`config.mk`:
```
export PLATFORM = sky130hd
export DESIGN_NAME = gpio_bank_regs
export DESIGN_NICKNAME = d
export VERILOG_FILES = /design/src/rtl/gpb_pkg.sv /design/src/rtl/gpb_decode.sv /design/src/rtl/gpb_sync.sv /design/src/rtl/gpb_outreg.sv /design/src/rtl/gpio_bank_regs.sv
export SDC_FILE = /design/constraint.sdc
export NUM_CORES = 1
export LEC_CHECK = 0
export BUFFER_PORTS_ARGS = -buffer_cell sky130_fd_sc_hd__buf_2
export CAP_MARGIN = 20
export CORE_MARGIN = 5
export CORE_UTILIZATION = 35
export CTS_BUF_LIST = sky130_fd_sc_hd__clkbuf_8 sky130_fd_sc_hd__clkbuf_16
export DETAILED_ROUTE_END_ITERATION = 10
export GPL_ROUTABILITY_DRIVEN = 0
export SYNTH_ARGS = -nofsm -noshare
export SYNTH_HDL_FRONTEND = slang
export SYNTH_SLANG_ARGS = --single-unit
```
`constraint.sdc`:
```
create_clock -name clk -period 3 [get_ports clk]
set_input_delay 0.9 -clock clk [delete_from_list [all_inputs] [get_ports clk]]
set_output_delay 0.9 -clock clk [all_outputs]
set_load 0.1 [all_outputs]
```
`src/rtl/gpb_pkg.sv`:
```
package gpb_pkg;

    localparam int unsigned GPB_DATA_W = 32;
    localparam int unsigned GPB_HALF_W = 16;

    typedef enum logic [2:0] {
        SEL_NONE,
        SEL_OUT_LO,
        SEL_OUT_HI,
        SEL_PINS,
        SEL_DIR,
        SEL_OEN
    } gpb_sel_e;

    function automatic int unsigned gpb_off_lo(input int unsigned bank);
        return 8 * bank;
    endfunction

    function automatic int unsigned gpb_off_hi(input int unsigned bank);
        return 8 * bank + 4;
    endfunction

    function automatic int unsigned gpb_off_pins(input int unsigned bank);
        return 32'h060 + 4 * bank;
    endfunction

    function automatic int unsigned gpb_off_dir(input int unsigned bank);
        return 32'h204 + 32'h40 * bank;
    endfunction

    function automatic int unsigned gpb_off_oen(input int unsigned bank);
        return 32'h208 + 32'h40 * bank;
    endfunction

endpackage

```
`src/rtl/gpb_decode.sv`:
```
module gpb_decode
    import gpb_pkg::*;
#(
    parameter int unsigned ADDR_W = 12,
    parameter int unsigned BANK   = 1
) (
    input  logic [ADDR_W-1:0] addr,
    output gpb_sel_e          sel
);
    localparam logic [ADDR_W-1:0] A_LO   = ADDR_W'(gpb_off_lo(BANK));
    localparam logic [ADDR_W-1:0] A_HI   = ADDR_W'(gpb_off_hi(BANK));
    localparam logic [ADDR_W-1:0] A_PINS = ADDR_W'(gpb_off_pins(BANK));
    localparam logic [ADDR_W-1:0] A_DIR  = ADDR_W'(gpb_off_dir(BANK));
    localparam logic [ADDR_W-1:0] A_OEN  = ADDR_W'(gpb_off_oen(BANK));

    always_comb begin
        unique case (addr)
            A_LO:    sel = SEL_OUT_LO;
            A_HI:    sel = SEL_OUT_HI;
            A_PINS:  sel = SEL_PINS;
            A_DIR:   sel = SEL_DIR;
            A_OEN:   sel = SEL_OEN;
            default: sel = SEL_NONE;
        endcase
    end
endmodule

```
`src/rtl/gpb_sync.sv`:
```
module gpb_sync #(
    parameter int unsigned W = 32
) (
    input  logic         clk,
    input  logic         rst_n,
    input  logic [W-1:0] d,
    output logic [W-1:0] q
);
    logic [W-1:0] stage1_q;
    logic [W-1:0] stage2_q;
    logic [1:0]   warm_q;

    always_ff @(posedge clk or negedge rst_n) begin
        if (!rst_n) begin
            stage1_q <= '0;
            stage2_q <= '0;
        end else begin
            stage1_q <= d;
            stage2_q <= stage1_q;
        end
    end

    assign q = stage2_q;

    // Counts edges since reset so the latency check never looks past reset.
    always_ff @(posedge clk or negedge rst_n) begin
        if (!rst_n)
            warm_q <= 2'd0;
        else if (warm_q != 2'd2)
            warm_q <= warm_q + 2'd1;
    end

    p_sync_latency_r8: assert property (@(posedge clk) disable iff (!rst_n)
        (warm_q == 2'd2) |-> (q == $past(d, 2)));
endmodule

```
`src/rtl/gpb_outreg.sv`:
```
module gpb_outreg
    import gpb_pkg::*;
#(
    parameter int unsigned NPINS = 32
) (
    input  logic                  clk,
    input  logic                  rst_n,
    input  logic                  wr_lo,
    input  logic                  wr_hi,
    input  logic [GPB_DATA_W-1:0] wdata,
    output logic [NPINS-1:0]      out_q
);
    for (genvar i = 0; i < NPINS; i++) begin : g_pin
        localparam int unsigned DB = i % GPB_HALF_W;
        localparam int unsigned MB = DB + GPB_HALF_W;
        localparam bit          UPPER = (i >= GPB_HALF_W);

        logic port_wr;
        logic take;
        logic lvl_q;

        assign port_wr = UPPER ? wr_hi : wr_lo;
        assign take    = port_wr && !wdata[MB];

        always_ff @(posedge clk or negedge rst_n) begin
            if (!rst_n)
                lvl_q <= 1'b0;
            else if (take)
                lvl_q <= wdata[DB];
        end

        assign out_q[i] = lvl_q;

        p_pin_update_r2_r3: assert property (@(posedge clk) disable iff (!rst_n)
            ((UPPER ? wr_hi : wr_lo) && !wdata[MB]) |=> (out_q[i] == $past(wdata[DB])));

        p_pin_hold_r4: assert property (@(posedge clk) disable iff (!rst_n)
            !((UPPER ? wr_hi : wr_lo) && !wdata[MB]) |=> $stable(out_q[i]));
    end
endmodule

```
`src/rtl/gpio_bank_regs.sv`:
```
module gpio_bank_regs
    import gpb_pkg::*;
#(
    parameter int unsigned NPINS  = 32,
    parameter int unsigned BANK   = 1,
    parameter int unsigned ADDR_W = 12
) (
    input  logic                  clk,
    input  logic                  rst_n,
    input  logic [ADDR_W-1:0]     bus_addr,
    input  logic                  bus_wr,
    input  logic [GPB_DATA_W-1:0] bus_wdata,
    output logic [GPB_DATA_W-1:0] bus_rdata,
    input  logic [NPINS-1:0]      pin_in,
    output logic [NPINS-1:0]      pin_out,
    output logic [NPINS-1:0]      pin_oe
);
    localparam logic [ADDR_W-1:0] A_LO  = ADDR_W'(gpb_off_lo(BANK));
    localparam logic [ADDR_W-1:0] A_HI  = ADDR_W'(gpb_off_hi(BANK));
    localparam logic [ADDR_W-1:0] A_DIR = ADDR_W'(gpb_off_dir(BANK));
    localparam logic [ADDR_W-1:0] A_OEN = ADDR_W'(gpb_off_oen(BANK));

    gpb_sel_e         sel;
    logic [NPINS-1:0] dir_q;
    logic [NPINS-1:0] oen_q;
    logic [NPINS-1:0] pins_sync;

    gpb_decode #(.ADDR_W(ADDR_W), .BANK(BANK)) u_decode (
        .addr (bus_addr),
        .sel  (sel)
    );

    gpb_sync #(.W(NPINS)) u_sync (
        .clk   (clk),
        .rst_n (rst_n),
        .d     (pin_in),
        .q     (pins_sync)
    );

    gpb_outreg #(.NPINS(NPINS)) u_outreg (
        .clk   (clk),
        .rst_n (rst_n),
        .wr_lo (bus_wr && (sel == SEL_OUT_LO)),
        .wr_hi (bus_wr && (sel == SEL_OUT_HI)),
        .wdata (bus_wdata),
        .out_q (pin_out)
    );

    // Register process for direction and output-enable.
    always_ff @(posedge clk or negedge rst_n) begin
        if (!rst_n) begin
            dir_q <= '0;
            oen_q <= '0;
        end else if (bus_wr) begin
            unique case (sel)
                SEL_DIR: dir_q <= bus_wdata[NPINS-1:0];
                SEL_OEN: oen_q <= bus_wdata[NPINS-1:0];
                default: ;
            endcase
        end
    end

    // Output process: read mux and pad enables.
    always_comb begin
        bus_rdata = '0;
        unique case (sel)
            SEL_PINS: bus_rdata[NPINS-1:0] = pins_sync;
            SEL_DIR:  bus_rdata[NPINS-1:0] = dir_q;
            SEL_OEN:  bus_rdata[NPINS-1:0] = oen_q;
            default:  bus_rdata = '0;
        endcase
    end

    assign pin_oe = dir_q & oen_q;

    p_reset_state_r1: assert property (@(posedge clk) disable iff (!rst_n)
        $rose(rst_n) |-> (dir_q == '0 && oen_q == '0 && pin_out == '0));

    p_dir_write_r5: assert property (@(posedge clk) disable iff (!rst_n)
        (bus_wr && bus_addr == A_DIR) |=> (dir_q == $past(bus_wdata[NPINS-1:0])));

    p_oen_write_r6: assert property (@(posedge clk) disable iff (!rst_n)
        (bus_wr && bus_addr == A_OEN) |=> (oen_q == $past(bus_wdata[NPINS-1:0])));

    p_wo_read_zero_r9: assert property (@(posedge clk) disable iff (!rst_n)
        (bus_addr == A_LO || bus_addr == A_HI) |-> (bus_rdata == '0));

    p_ignored_write_r10: assert property (@(posedge clk) disable iff (!rst_n)
        (bus_wr && (sel == SEL_NONE || sel == SEL_PINS)) |=>
            ($stable(dir_q) && $stable(oen_q) && $stable(pin_out)));
endmodule

```
==> metrics.cfg <==
[run_status]
status = finished with violations
violations = setup timing

[floorplan]
die_area_um2 = 22800
start_util = 0.356
core_um2 = 19500
die_h_um = 151
fp-row-count = 51
die_w_um = 151
pin_count = 175

[yosys]
syn_avg_cell_area_um2 = 14.5
ys_seq_area_frac = 0.575
ys.flop_type = dfrtp_1
postSynthCellCount = 480
syn-num-nets = 559
ys_seq_elements = 160
synth_enable_flop_cells = 0
synth_area_um2 = 6960
ys_warn_count = 0
ys_types = 23
async_reset_ff_frac = 1.00

[detailed_routing]
totalWireLength_um = 21000
via_per_inst = 5.06
drt_iter0_markers = 211
firstDrtPassIters = 4
route.vias.total = 4726
drt-wirelength-per-cell_um = 22.4
ant_nets = 0
drc = 0

[power_and_ir_drop]
finalPower_uw = 4560
peakVddDrop_uv = 386
p_leak_uw = 0.00479
powerDensity_nw_per_um2 = 449

[critical_path]
required_ns = 2.10
ff2ff_path_depth = 1
ff2ff_setup_slack_ns = 2.18
slowest_stage = nor4b_4
worstPathCellList = buf_6, nor4b_4, and4_4, buf_12, buf_12, o2bb2ai_4, buf_12
max_stage_delay_ns = 0.34
r2r_end = dir_q[30]
critical_path_class = primary input to output pin
path_common_cell = buf_12
path_max_fanout = 6
rr_startpoint = dir_q[30]
critPathCaptureType = output pin
arrival_ns = 2.29
critPathLaunchType = primary input

[timing]
finalCritPeriodShare = 1.06
clock.fmax_mhz = 313
finalMaxSlewViolations = 0
fin_skew_ns = 0.00618
worst_slack_ns = -0.192
setup_violations = 32
relSlewSlack = 0.547
hold_viol_final = 0
fin_crit_ns = 3.19
tightest_slew_ns = 0.679
rsz0062_at_grt = yes

[global_routing]
gr-total-overflow = 0
grt_pass1_vias = 5262
grt_usage = 0.184
grt_pass1_wl_um = 31400
grt_max_degree = 88
antenna_found_initial = 2

[clock_tree]
cts.sinks = 160
cts_root_buf = clkbuf_16
numCtsBuffers = 17
insertion_delay_ns = 0.42
cts.clk_slew.worst_paths_ns = 0.06
cts_tree = done
h-tree-depth = 4
cts.path.max_buffers = 2

[hold_path]
hold_start = u_sync.stage1_q[2]
holdPathEnd = u_sync.q[2]
hold_class = flop to flop
holdPathStages = 0

[placement]
place_ws_ns = -0.241
placed_cells = 888
dpl.hpwl_um = 14200
numPortBuffers = 174

[layout]
fin_cells = 934
synthToLayoutAreaGrowth_pct = 45.7
fin_nets = 737
drive_above_1_share = 0.591

[run]
drv_cap = 0

## state kept, by name (all words and copies together) (netlist names)
| register | flops |
|---|---|
| dir_q | 32 |
| oen_q | 32 |
| u_outreg.g_pin.lvl_q | 32 |
| u_sync.q | 32 |
| u_sync.stage1_q | 32 |
## cells by family after synthesis
family                 after synthesis  synth area share
AOI/OAI and AO/OA                   64            0.0748
buffers and inverters               68            0.0647
muxes                               96             0.187
and+or+nand+nor                     92            0.0984
DFF                                160             0.575
## metrics by stage
step           instance area, µm²  setup TNS, ns  utilization  hold WS [ns]
2_1_floorplan                7610          -9.61            -         0.331
3_3_place_gp                 9210          -4.48        0.472         0.332
3_5_place_dp                 9210          -6.20        0.472         0.335
4_1_cts                     10000          -6.06        0.512         0.342
5_1_grt                     10100          -6.41        0.519         0.352
6_report                    10100          -5.26        0.519         0.345
## cells in the mapped netlist (2+ instances only)
master	n	share of area
o2bb2ai_1	32	0.040
nor4_1	16	0.014
buf_2	14	0.010
buf_6	7	0.011
buf_4	33	0.036
mux2_1	7	0.011
and2_1	32	0.029
clkbuf_1	12	0.0065
mux2_4	58	0.13
nand4_4	2	0.0061
nand4_1	32	0.029
dfrtp_1	160	0.58
mux2_2	31	0.050
nor4b_4	4	0.014
a22oi_1	32	0.035
## worst max path at each step
stage	end	depth (start not counted)	start
after global placement	bus_rdata[1]	6	bus_addr[8]
after global routing	bus_rdata[2]	7	bus_addr[3]
final	bus_rdata[1]	7	bus_addr[3]
after CTS	bus_rdata[1]	7	bus_addr[1]
after floorplan	bus_rdata[0]	5	bus_addr[7]
after detailed placement	bus_rdata[7]	6	bus_addr[1]
## worst max-delay path, delay by kind of cell
family                 cells  cell delay, ns
and+or+nand+nor            2            0.68
buffers and inverters      4            0.56
AOI/OAI and AO/OA          1            0.14
## placed cells by master, fill, tap and decap left out, drive strengths merged
cell type,netlist,layout
and4,1,1
mux2,96,96
nand4,34,34
diode,0,1
nor2b,1,1
clkinv,0,4
clkinvlp,0,3
buf,55,223
nor4b,4,4
inv,0,2
bufinv,0,2
and2,32,32
nor4bb,1,1
nand2,1,1
o2bb2ai,32,32
clkbuf,13,22
dfrtp,160,160
a22oi,32,32
nor4,17,17
nor3,1,1
## final cells by class
cell class,instances,area [µm²]
fillers,1669,9390
flip-flops and latches,160,4000
multi-input cells,252,3190
repair buffers,227,2060
clock buffers,18,439
well taps,265,332
clock inverters,11,119
diodes,1,2.50
## per-layer routing
metal	GRT usage	routed length, µm	vias up
met1	0.250	9250	2446
met3	0.0419	1110	31
met4	0.0612	374	4
met5	0	14	-
met2	0.292	10200	138
li1	-	-	2107
## power breakdown
part	total, µW	leakage, µW	internal (µW)	switching, µW
logic	248	0.00243	91.3	156
registers	2230	0.00209	2210	27.8
clock network	2070	0.000271	1230	846
total	4560	0.00479	3530	1030
## what timing repair did
action | 4_1_cts | 5_1_grt
buffers inserted | 7 | 2
gates resized for setup | 13 | 13
endpoints found under the setup margin | 32 | 32
gates cloned | 4 | 5
hold buffers | 0 | 0
pin swaps | 2 | 22
No activity file was read; power rests on OpenSTA's default activity.
